`config.mk`:
```
export PLATFORM = sky130hd
export DESIGN_NAME = spi_cmd_if
export DESIGN_NICKNAME = d
export VERILOG_FILES = /design/src/rtl/spi_cmd_pkg.sv /design/src/rtl/spi_cmd_sync.sv /design/src/rtl/spi_cmd_shift.sv /design/src/rtl/spi_cmd_regs.sv /design/src/rtl/spi_cmd_if.sv
export SDC_FILE = /design/constraint.sdc
export NUM_CORES = 1
export LEC_CHECK = 0
export BUFFER_PORTS_ARGS = -buffer_cell sky130_fd_sc_hd__buf_2
export CELL_PAD_IN_SITES_DETAIL_PLACEMENT = 0
export CELL_PAD_IN_SITES_GLOBAL_PLACEMENT = 1
export CORE_AREA = 2 2 147 178
export CTS_CLUSTER_SIZE = 10
export DETAILED_ROUTE_END_ITERATION = 8
export DIE_AREA = 0 0 149 180
export GPL_ROUTABILITY_DRIVEN = 0
export PLACE_DENSITY = 0.64
export SLEW_MARGIN = 30
export SYNTH_ARGS = -nofsm -noshare
export SYNTH_HDL_FRONTEND = slang
export SYNTH_SLANG_ARGS = --single-unit
```
`constraint.sdc`:
```
create_clock -name clk_i -period 5.4 [get_ports clk_i]
set_input_delay 0.81 -clock clk_i [delete_from_list [all_inputs] [get_ports clk_i]]
set_output_delay 0.81 -clock clk_i [all_outputs]
set_load 0.02 [all_outputs]
```
`src/rtl/spi_cmd_pkg.sv`:
```
package spi_cmd_pkg;
  typedef enum logic [1:0] {
    OP_CLR = 2'b00,
    OP_RD  = 2'b01,
    OP_WR  = 2'b10,
    OP_LD  = 2'b11
  } op_e;

  typedef enum logic [2:0] {
    SEL_NONE_LO = 3'd0,
    SEL_MODE_A  = 3'd1,
    SEL_MODE_B  = 3'd2,
    SEL_PRESET  = 3'd3,
    SEL_COUNT   = 3'd4,
    SEL_HOLD    = 3'd5,
    SEL_STAT    = 3'd6,
    SEL_NONE_HI = 3'd7
  } sel_e;
endpackage

```
`src/rtl/spi_cmd_sync.sv`:
```
module spi_cmd_sync #(
  parameter int unsigned       STAGES  = 2,
  parameter int unsigned       N       = 3,
  parameter logic [N-1:0]      RST_VAL = '0
) (
  input  logic         clk_i,
  input  logic         rst_ni,
  input  logic [N-1:0] async_i,
  output logic [N-1:0] lvl_o
);
  for (genvar i = 0; i < N; i++) begin : g_bit
    logic [STAGES-1:0] chain_q;
    always_ff @(posedge clk_i or negedge rst_ni) begin
      if (!rst_ni) chain_q <= {STAGES{RST_VAL[i]}};
      else         chain_q <= {chain_q[STAGES-2:0], async_i[i]};
    end
    assign lvl_o[i] = chain_q[STAGES-1];
  end
endmodule

```
`src/rtl/spi_cmd_shift.sv`:
```
module spi_cmd_shift #(
  parameter int unsigned W = 32
) (
  input  logic         clk_i,
  input  logic         rst_ni,
  input  logic         active_i,
  input  logic         sclk_rise_i,
  input  logic         mosi_i,
  input  logic         load_i,
  input  logic [W-1:0] load_word_i,
  output logic         byte_done_o,
  output logic [7:0]   byte_o,
  output logic         miso_o
);
  logic [2:0]   bit_cnt_q;
  logic [6:0]   rx_q;
  logic [W-1:0] tx_q;

  always_ff @(posedge clk_i or negedge rst_ni) begin
    if (!rst_ni) begin
      bit_cnt_q <= '0;
      rx_q      <= '0;
    end else if (!active_i) begin
      bit_cnt_q <= '0;
    end else if (sclk_rise_i) begin
      bit_cnt_q <= bit_cnt_q + 3'd1;
      rx_q      <= {rx_q[5:0], mosi_i};
    end
  end

  // load wins over shift on the edge that completes the instruction
  always_ff @(posedge clk_i or negedge rst_ni) begin
    if (!rst_ni)           tx_q <= '0;
    else if (!active_i)    tx_q <= '0;
    else if (load_i)       tx_q <= load_word_i;
    else if (sclk_rise_i)  tx_q <= {tx_q[W-2:0], 1'b0};
  end

  assign byte_done_o = active_i & sclk_rise_i & (bit_cnt_q == 3'd7);
  assign byte_o      = {rx_q, mosi_i};
  assign miso_o      = active_i & tx_q[W-1];
endmodule

```
`src/rtl/spi_cmd_regs.sv`:
```
module spi_cmd_regs
  import spi_cmd_pkg::*;
#(
  parameter int unsigned BYTES = 4
) (
  input  logic                 clk_i,
  input  logic                 rst_ni,
  input  logic                 active_i,
  input  logic                 byte_done_i,
  input  logic [7:0]           byte_i,
  input  logic [BYTES*8-1:0]   count_i,
  input  logic [7:0]           status_i,
  output logic [7:0]           mode0_o,
  output logic [7:0]           mode1_o,
  output logic [BYTES*8-1:0]   preset_o,
  output logic                 count_clr_o,
  output logic                 count_load_o,
  output logic                 status_clr_o,
  output logic                 load_o,
  output logic [BYTES*8-1:0]   load_word_o
);
  localparam int unsigned W     = BYTES * 8;
  localparam int unsigned IDX_W = $clog2(BYTES + 1);
  localparam logic [IDX_W-1:0] IDX_MAX = IDX_W'(BYTES);

  logic             in_data_q;
  op_e              op_q;
  logic [IDX_W-1:0] idx_q;
  logic [W-1:0]     stage_q;
  logic [W-1:0]     hold_q;
  sel_e             sel_q;
  op_e              op_d;
  sel_e             sel_d;
  logic             instr_done;
  logic             data_done;
  logic [W-1:0]     stage_d;

  assign op_d       = op_e'(byte_i[7:6]);
  assign sel_d      = sel_e'(byte_i[5:3]);
  assign instr_done = byte_done_i & ~in_data_q;
  assign data_done  = byte_done_i & in_data_q;
  assign stage_d    = {stage_q[W-9:0], byte_i};

  always_ff @(posedge clk_i or negedge rst_ni) begin
    if (!rst_ni) begin
      in_data_q <= 1'b0;
      op_q      <= OP_CLR;
      sel_q     <= SEL_NONE_LO;
      idx_q     <= '0;
    end else if (!active_i) begin
      in_data_q <= 1'b0;
      idx_q     <= '0;
    end else if (instr_done) begin
      in_data_q <= 1'b1;
      op_q      <= op_d;
      sel_q     <= sel_d;
      idx_q     <= '0;
    end else if (data_done && idx_q != IDX_MAX) begin
      idx_q     <= idx_q + 1'b1;
    end
  end

  always_ff @(posedge clk_i or negedge rst_ni) begin
    if (!rst_ni) begin
      mode0_o      <= '0;
      mode1_o      <= '0;
      preset_o     <= '0;
      stage_q      <= '0;
      hold_q       <= '0;
      count_clr_o  <= 1'b0;
      count_load_o <= 1'b0;
      status_clr_o <= 1'b0;
    end else begin
      count_clr_o  <= 1'b0;
      count_load_o <= 1'b0;
      status_clr_o <= 1'b0;
      if (instr_done) begin
        stage_q <= '0;
        unique case (op_d)
          OP_CLR: begin
            case (sel_d)
              SEL_MODE_A: mode0_o      <= '0;
              SEL_MODE_B: mode1_o      <= '0;
              SEL_PRESET: preset_o     <= '0;
              SEL_COUNT:  count_clr_o  <= 1'b1;
              SEL_HOLD:   hold_q       <= '0;
              SEL_STAT:   status_clr_o <= 1'b1;
              default: ;
            endcase
          end
          OP_RD: if (sel_d == SEL_COUNT) hold_q <= count_i;
          OP_LD: begin
            if (sel_d == SEL_COUNT) count_load_o <= 1'b1;
            if (sel_d == SEL_HOLD)  hold_q       <= count_i;
          end
          default: ;
        endcase
      end else if (data_done && op_q == OP_WR && idx_q != IDX_MAX) begin
        case (sel_q)
          SEL_MODE_A: if (idx_q == '0) mode0_o <= byte_i;
          SEL_MODE_B: if (idx_q == '0) mode1_o <= byte_i;
          SEL_PRESET: begin
            stage_q  <= stage_d;
            preset_o <= stage_d;
          end
          default: ;
        endcase
      end
    end
  end

  // read word, left aligned; count reads bypass to the value being latched
  always_comb begin
    load_o      = instr_done & (op_d == OP_RD);
    load_word_o = '0;
    case (sel_d)
      SEL_MODE_A: load_word_o = {mode0_o, {(W-8){1'b0}}};
      SEL_MODE_B: load_word_o = {mode1_o, {(W-8){1'b0}}};
      SEL_PRESET: load_word_o = preset_o;
      SEL_COUNT:  load_word_o = count_i;
      SEL_HOLD:   load_word_o = hold_q;
      SEL_STAT:   load_word_o = {status_i, {(W-8){1'b0}}};
      default:    load_word_o = '0;
    endcase
  end
endmodule

```
`src/rtl/spi_cmd_if.sv`:
```
module spi_cmd_if #(
  parameter int unsigned CNT_BYTES   = 4,
  parameter int unsigned SYNC_STAGES = 2
) (
  input  logic                   clk_i,
  input  logic                   rst_ni,
  input  logic                   sclk_i,
  input  logic                   cs_ni,
  input  logic                   mosi_i,
  output logic                   miso_o,
  output logic                   miso_oe_o,
  input  logic [CNT_BYTES*8-1:0] count_i,
  input  logic [7:0]             status_i,
  output logic [7:0]             mode0_o,
  output logic [7:0]             mode1_o,
  output logic [CNT_BYTES*8-1:0] preset_o,
  output logic                   count_clr_o,
  output logic                   count_load_o,
  output logic                   status_clr_o
);
  localparam int unsigned CNT_W = CNT_BYTES * 8;

  logic [2:0]       pins_s;
  logic             sclk_q;
  logic             active;
  logic             sclk_rise;
  logic             byte_done;
  logic [7:0]       rx_byte;
  logic             tx_load;
  logic [CNT_W-1:0] tx_word;

  spi_cmd_sync #(
    .STAGES (SYNC_STAGES),
    .N      (3),
    .RST_VAL(3'b001)
  ) u_sync (
    .clk_i  (clk_i),
    .rst_ni (rst_ni),
    .async_i({mosi_i, sclk_i, cs_ni}),
    .lvl_o  (pins_s)
  );

  always_ff @(posedge clk_i or negedge rst_ni) begin
    if (!rst_ni) sclk_q <= 1'b0;
    else         sclk_q <= pins_s[1];
  end

  assign active    = ~pins_s[0];
  assign sclk_rise = pins_s[1] & ~sclk_q;
  assign miso_oe_o = active;

  spi_cmd_shift #(.W(CNT_W)) u_shift (
    .clk_i      (clk_i),
    .rst_ni     (rst_ni),
    .active_i   (active),
    .sclk_rise_i(sclk_rise),
    .mosi_i     (pins_s[2]),
    .load_i     (tx_load),
    .load_word_i(tx_word),
    .byte_done_o(byte_done),
    .byte_o     (rx_byte),
    .miso_o     (miso_o)
  );

  spi_cmd_regs #(.BYTES(CNT_BYTES)) u_regs (
    .clk_i       (clk_i),
    .rst_ni      (rst_ni),
    .active_i    (active),
    .byte_done_i (byte_done),
    .byte_i      (rx_byte),
    .count_i     (count_i),
    .status_i    (status_i),
    .mode0_o     (mode0_o),
    .mode1_o     (mode1_o),
    .preset_o    (preset_o),
    .count_clr_o (count_clr_o),
    .count_load_o(count_load_o),
    .status_clr_o(status_clr_o),
    .load_o      (tx_load),
    .load_word_o (tx_word)
  );
endmodule

```
==> impl_metrics.tcl, run 1 <==
set metrics [dict create \
    path_cells "ha_1, ha_1, and4bb_1, nand2_1, nor2_2, buf_4, a22o_1" \
    grt_usage 0.173 \
    antenna_left 0 \
    die-width_um 149 \
    syn-num-nets 738 \
    synth_top_area_cell "dfrtp_1" \
    tightest_slew_ns 0.824 \
    syn_avg_cell_area_um2 11.2 \
    drt_iter0_drc 512 \
    tritoncts "built" \
    hold_path.startpoint "u_sync.g_bit[1].chain_q[0]" \
    post-place-ws_ns 2.36 \
    fin_cells 1102 \
    syn_inst 689 \
    route.detailed.drc 0 \
    setup_ws_ns 2.35 \
    crit_family "simple AND/OR/NAND/NOR gates" \
    num_antenna_cells 0 \
    critPathMostFrequentCell "ha_1" \
    critical_path.startpoint_type "register" \
    power_leakage_nw 4.29 \
    ctsLongestPathBuffers 2 \
    synth_area_leaders "dfrtp_1 (53%), a22o_1 (6.4%), mux2_2 (6.3%), mux2i_1 (4.5%), a221o_1 (3.2%)" \
    finalHoldViolCount 0 \
    dieArea_um2 26800 \
    worst-path-buf-inv 1 \
    vias 5806 \
    root_buffer "clkbuf_16" \
    crit_arrival_ns 3.41 \
    synth_async_sr_flop_share 1.00 \
    fmax_mhz 328 \
    clock_sinks 165 \
    ys_seq_area_frac 0.536 \
    dp_hpwl_mm 14.6 \
    status "completed" \
    cts_made_buffers 17 \
    synth_edf_count 0 \
    area_growth_pct 16.6 \
    crit_required_ns 5.76 \
    critPathMaxFanout 24 \
    hold_class "register to register" \
    ios 98 \
    nets 810 \
    dr.pass1.iters 5 \
    fin_util 0.357 \
    yosysWarnings 0 \
    hold-worst-slack_ns 0.349 \
    coreArea_um2 25100 \
    rows 64 \
    hold_path_depth 0 \
    ir_drop_uv 172 \
    synth-seq-cells 165 \
    reg2reg_to "u_regs.preset_o[10]" \
    ctsHoldBuffers 0 \
    r2r_start "u_shift.bit_cnt_q[0]" \
    cts.repair.resized 0 \
    clkLatencyLatePin_ns 0.43 \
    placed_area_um2 8480 \
    rrSetupSlack_ns 2.35 \
    post-cts-setup-buffer-count 0 \
    wirelength_mm 22.3 \
    synth_common_cells "dfrtp_1 (163), a22o_1 (56), nand2_1 (48), mux2_2 (43), inv_1 (37)" \
    finalSetupViolCount 0 \
    grt_max_degree 82 \
    netlist_area_um2 7710 \
    dp.cells 1072 \
    via_per_inst 5.27 \
    wire_per_inst_um 20.2 \
    total_power_mw 2.94 \
    synth.most_common_cell "dfrtp_1" \
    rsz0062_at_grt "no" \
    fin_setup_tns_ns 0 \
    dieHeight_um 180 \
    io_buffers 97 \
    reg2regPathDepth 7 \
    slowest_stage "nand2_1" \
    design_area_um2 8990 \
    crit_path_end_kind "register" \
    relSlewSlack 0.451 \
    power_density_nw_per_um2 327 \
    min_to "u_sync.g_bit[1].chain_q[1]" \
    grt_pass1_wl_mm 35.7 \
    synth_top_area_share 0.529 \
    fin_crit_ns 3.05 \
    antenna_found_initial 0 \
    ys_types 51 \
    cap_violations 0 \
    drive_gt1_frac 0.258 \
    path_clk_slew_ns 0.06 \
    initial_core_util 0.307 \
    post-route-period-util 0.565 \
    drv_slew 0 \
    synth_top_flop_cell "dfrtp_1" \
    htree_levels 4 \
    fin_worst_skew_ns 0.0113 \
    cp_slowest_stage_delay_ns 0.55 \
    grt_pass1_vias 5986 \
    grt-ovfl-total 0 \
    worstSetupPathType "register to register" \
]
-- flip-flops by register name, indices dropped and copies added (netlist names) --
register / count
u_regs.op_q: 2
u_regs.stage_q: 24
u_regs.count_load_o: 1
u_regs.in_data_q: 1
u_shift.tx_q: 32
u_regs.status_clr_o: 1
u_regs.preset_o: 32
u_regs.hold_q: 32
u_regs.mode0_o: 8
u_shift.bit_cnt_q: 3
u_shift.rx_q: 7
u_regs.count_clr_o: 1
u_regs.mode1_o: 8
sclk_q: 1
u_regs.sel_q: 3
u_regs.idx_q: 3
u_sync.g_bit.chain_q: 6
-- per-layer routing --
metal / global-route usage / vias to the layer above / routed length, um
li1: - / 2669 / -
met1: 0.244 / 2960 / 10400
met2: 0.263 / 143 / 10400
met3: 0.0345 / 34 / 889
met4: 0.0602 / 0 / 532
met5: 0 / - / 0
-- power breakdown --
group	switching, mW	internal (mW)	total (mW)
logic	0.332	0.183	0.515
registers	0.0768	1.26	1.34
clock network	0.496	0.591	1.09
-- how the worst max path moves through the flow --
stage                               from                  end  depth (start not counted)
global route        u_shift.bit_cnt_q[0]   u_regs.preset_o[2]                          7
floorplan           u_shift.bit_cnt_q[0]    u_regs.mode1_o[7]                          6
global placement    u_shift.bit_cnt_q[0]   u_regs.preset_o[2]                          7
finish              u_shift.bit_cnt_q[0]  u_regs.preset_o[10]                          7
CTS                 u_shift.bit_cnt_q[0]  u_regs.preset_o[10]                          7
detailed placement  u_shift.bit_cnt_q[0]  u_regs.preset_o[10]                          7
-- cells by family (layout without fill, tap and decap cells) --
kind of cell,count (synthesis),after routing,synth area share
AND/OR/NAND/NOR,148,148,0.101
AO/OA/AOI/OAI,196,196,0.192
XOR/XNOR,2,2,0.00227
multiplexers,78,78,0.108
adder cells (fa/ha/maj),4,4,0.00649
buffers and inverters,96,179,0.0539
flip-flops,165,165,0.536
-- placed cells by master (no fill, tap or decap), types with 3 or more instances in the layout --
cell,Yosys,routed
nand2_1,48,48
mux2_2,43,43
nor2_2,1,3
clkinvlp_4,0,4
nor3_1,3,3
clkinv_2,0,4
a21oi_1,25,25
mux2i_1,35,35
a22oi_1,28,28
o21a_1,5,5
buf_4,3,14
nor2_1,29,27
a32oi_1,9,9
o21ai_0,33,33
dfrtp_1,163,162
buf_2,29,96
nor3b_1,3,3
inv_1,37,37
a221o_1,25,25
ha_1,4,4
nand2b_1,3,3
clkbuf_16,0,17
nand4_1,3,3
clkbuf_1,26,3
nand3_1,27,26
nor2b_1,8,7
and2_1,7,7
a22o_1,56,56
o2111ai_1,4,4
-- layout make-up --
| type | count | area, um2 |
|---|---|---|
| clock inverter | 9 | 58.8 |
| multi-input combinational | 428 | 3180 |
| clock buffer | 21 | 450 |
| sequential | 165 | 4130 |
| fill | 2561 | 16200 |
| timing repair buffer | 112 | 608 |
| tap | 330 | 413 |
| inverter | 37 | 139 |
No activity file was read; power rests on OpenSTA's default activity.
==> inputs of run 2 (changes only) <==
--- a/config.mk
+++ b/config.mk
@@ -5,6 +5,7 @@
 export SDC_FILE = /design/constraint.sdc
 export NUM_CORES = 1
 export LEC_CHECK = 0
+export ABC_AREA = 1
 export BUFFER_PORTS_ARGS = -buffer_cell sky130_fd_sc_hd__buf_2
 export CELL_PAD_IN_SITES_DETAIL_PLACEMENT = 0
 export CELL_PAD_IN_SITES_GLOBAL_PLACEMENT = 1
@@ -13,7 +14,7 @@
 export DETAILED_ROUTE_END_ITERATION = 8
 export DIE_AREA = 0 0 149 180
 export GPL_ROUTABILITY_DRIVEN = 0
-export PLACE_DENSITY = 0.64
+export PLACE_DENSITY = 0.7
 export SLEW_MARGIN = 30
 export SYNTH_ARGS = -nofsm -noshare
 export SYNTH_HDL_FRONTEND = slang
==> constraint.sdc (replaced) <==
create_clock -name clk_i -period 2.55 [get_ports clk_i]
set_input_delay 0.3825 -clock clk_i [delete_from_list [all_inputs] [get_ports clk_i]]
set_output_delay 0.3825 -clock clk_i [all_outputs]
set_load 0.02 [all_outputs]
==> run 2 against run 1 <==
Compared with the run above:
- via count rose by 15%
- worst setup slack got worse by 2.0 ns
- hold slack got worse by 0.29 ns
- cell count rose by 30%
- critical path type unchanged
- die area did not move
==> impl_metrics.tcl, run 2 <==
set metrics [dict create \
    syn_inst 1004 \
    cts.repair.resized 0 \
    use_met2 0.297 \
    tightest_slew_ns 0.656 \
    antenna_found_initial 0 \
    synth_top_flop_cell "dfrtp_1" \
    synth_area_leaders "dfrtp_1 (53%), nand2_1 (26%), nand3_1 (5.6%), o21ai_0 (2.7%), inv_1 (2.1%)" \
    crit_arrival_ns 2.57 \
    fin_worst_skew_ns 0.0107 \
    worstSetupPathType "register to register" \
    dieHeight_um 180 \
    antenna_left 0 \
    ir_drop_uv 442 \
    top_regs "u_regs.hold_q x32, u_regs.preset_o x32, u_shift.tx_q x32" \
    drv_slew 0 \
    dr.pass1.iters 5 \
    ys_types 31 \
    synth_common_cells "nand2_1 (534), dfrtp_1 (163), nand3_1 (86), inv_1 (43), o21ai_0 (41)" \
    vias 6698 \
    r2r_start "u_shift.bit_cnt_q[0]" \
    tritoncts "built" \
    reg2reg_to "u_regs.mode1_o[7]" \
    wirelength_mm 23.7 \
    crit_path_end_kind "register" \
    fin_crit_ns 2.21 \
    fin_util 0.366 \
    synth_top_area_cell "dfrtp_1" \
    rows 64 \
    clkLatencyLatePin_ns 0.43 \
    crit_required_ns 2.92 \
    grt_use_met3 0.0279 \
    power.share.sequential 0.459 \
    grt_usage 0.184 \
    ctsLongestPathBuffers 2 \
    nets 1142 \
    netlist_area_um2 7700 \
    critPathMaxFanout 18 \
    grt-ovfl-total 0 \
    setup_ws_ns 0.345 \
    clock_sinks 165 \
    yosysWarnings 0 \
    grt_pass1_vias 6750 \
    num_antenna_cells 0 \
    fmax_mhz 453 \
    cp-startpoint "u_shift.bit_cnt_q[0]" \
    grt_use_met1 0.257 \
    htree_levels 4 \
    grt_busiest_layer "met2" \
    syn_avg_cell_area_um2 7.67 \
    fin_setup_tns_ns 0 \
    synth_edf_count 0 \
    rrSetupSlack_ns 0.34 \
    ios 98 \
    p_clk_frac 0.435 \
    grt_pass1_wl_mm 38.3 \
    via_per_inst 4.66 \
    io_buffers 97 \
    coreArea_um2 25100 \
    wire_per_inst_um 16.5 \
    p_int_mw 4.28 \
    status "completed" \
    synth_async_sr_flop_share 1.00 \
    power_leakage_nw 5.05 \
    post-cts-setup-buffer-count 0 \
    p_sw_mw 1.60 \
    post-route-period-util 0.865 \
    layout_common_cells "nand2_1 (534), dfrtp_1 (163), buf_2 (96), nand3_1 (86), inv_1 (43)" \
    p_comb_frac 0.106 \
    cap_violations 0 \
    root_buffer "clkbuf_16" \
    final_common_cell "nand2_1" \
    relSlewSlack 0.561 \
    placed_area_um2 8610 \
    finalHoldViolCount 0 \
    rsz0062_at_grt "no" \
    route.detailed.drc 0 \
    fillers 2741 \
    hold_path_depth 1 \
    design_area_um2 9190 \
    dp_hpwl_mm 16.7 \
    hold_class "input pin to register" \
    drive_gt1_frac 0.156 \
    critical_path.startpoint_type "register" \
    synth.most_common_cell "nand2_1" \
    finalSetupViolCount 0 \
    synth-seq-cells 165 \
    crit_path_end "u_regs.mode1_o[7]" \
    reg2regPathDepth 9 \
    grt_max_degree 54 \
    synth_top_area_share 0.530 \
    area_growth_pct 19.4 \
    ys_seq_area_frac 0.537 \
    ctsHoldBuffers 1 \
    drt_iter0_drc 527 \
    path_clk_slew_ns 0.07 \
    hold_path.startpoint "mosi_i" \
    post-place-ws_ns 0.325 \
    dieArea_um2 26800 \
    power_density_nw_per_um2 640 \
    switching_share 0.271 \
    die-width_um 149 \
    syn-num-nets 1053 \
    cts_made_buffers 17 \
    initial_core_util 0.306 \
]
-- run 2: changes by cell type after synthesis, moves of 9 or more --
cell / change
nand2_1: +486
nand3_1: +59
a22o_1: -54
mux2_2: -43
mux2i_1: -35
a22oi_1: -26
a221o_1: -25
a21oi_1: -15
nor2_1: -11
o21ai_1: +10
a32oi_1: -9
-- run 2: power groups by stage --
stage	logic (mW)	clock network, mW	registers (mW)
2_1_floorplan	0.364	0	2.71
3_3_place_gp	0.635	0	2.75
3_5_place_dp	0.631	0	2.75
4_1_cts	0.634	2.62	2.70
5_1_grt	0.698	2.73	2.70
6_report	0.622	2.56	2.70
-- run 2: worst min path at each step --
stage	endpoint	slack (ns)
2_1_floorplan	sclk_q	0.09
3_3_place_gp	u_sync.g_bit[1].chain_q[1]	0.33
3_5_place_dp	u_sync.g_bit[1].chain_q[1]	0.34
4_1_cts	u_sync.g_bit[2].chain_q[0]	0.04
5_1_grt	u_sync.g_bit[2].chain_q[0]	0.03
6_report	u_sync.g_bit[2].chain_q[0]	0.06
-- run 2: cell families after synthesis --
kind of cell | Yosys count | synth area share
AOI/OAI and AO/OA | 69 | 0.0475
xor gates and xnor gates | 1 | 0.00114
adders and majority gates | 4 | 0.00650
buffers and inverters | 101 | 0.0546
DFF | 165 | 0.537
and+or+nand+nor | 664 | 0.353
-- run 2: area by class of cell --
type,instances,area [um2],area share
clock inverter,12,129,0.0140
multi-input combinational,738,3150,0.343
tap,330,413,0.0449
inverter,51,191,0.0208
timing repair buffer,120,729,0.0794
sequential,165,4130,0.449
clock buffer,20,447,0.0486
-- run 2: metrics by stage --
step / hold WS, ns / power (mW) / instances
after detailed placement: 0.336 / 3.38 / 1403
after global routing: 0.0335 / 6.14 / 1436
after floorplan: 0.0869 / 3.08 / 1004
after global placement: 0.335 / 3.38 / 1403
after CTS: 0.0407 / 5.95 / 1436
final: 0.0572 / 5.88 / 1436
-- run 2: worst max-delay path, stage by stage (launching register included) --
cell	delay, ns
dfrtp_1	0.40
ha_1	0.20
ha_1	0.18
inv_1	0.15
nor2_4	0.08
nand2_2	0.29
nand2_1	0.12
nor2_1	0.47
nand2_1	0.17
nand2_1	0.10
-- run 2: metal layers --
layer / vias to the layer above / share of wire
met3: 27 / 0.029
met5: - / 0
li1: 3330 / -
met2: 126 / 0.48
met4: 0 / 0.018
met1: 3215 / 0.47
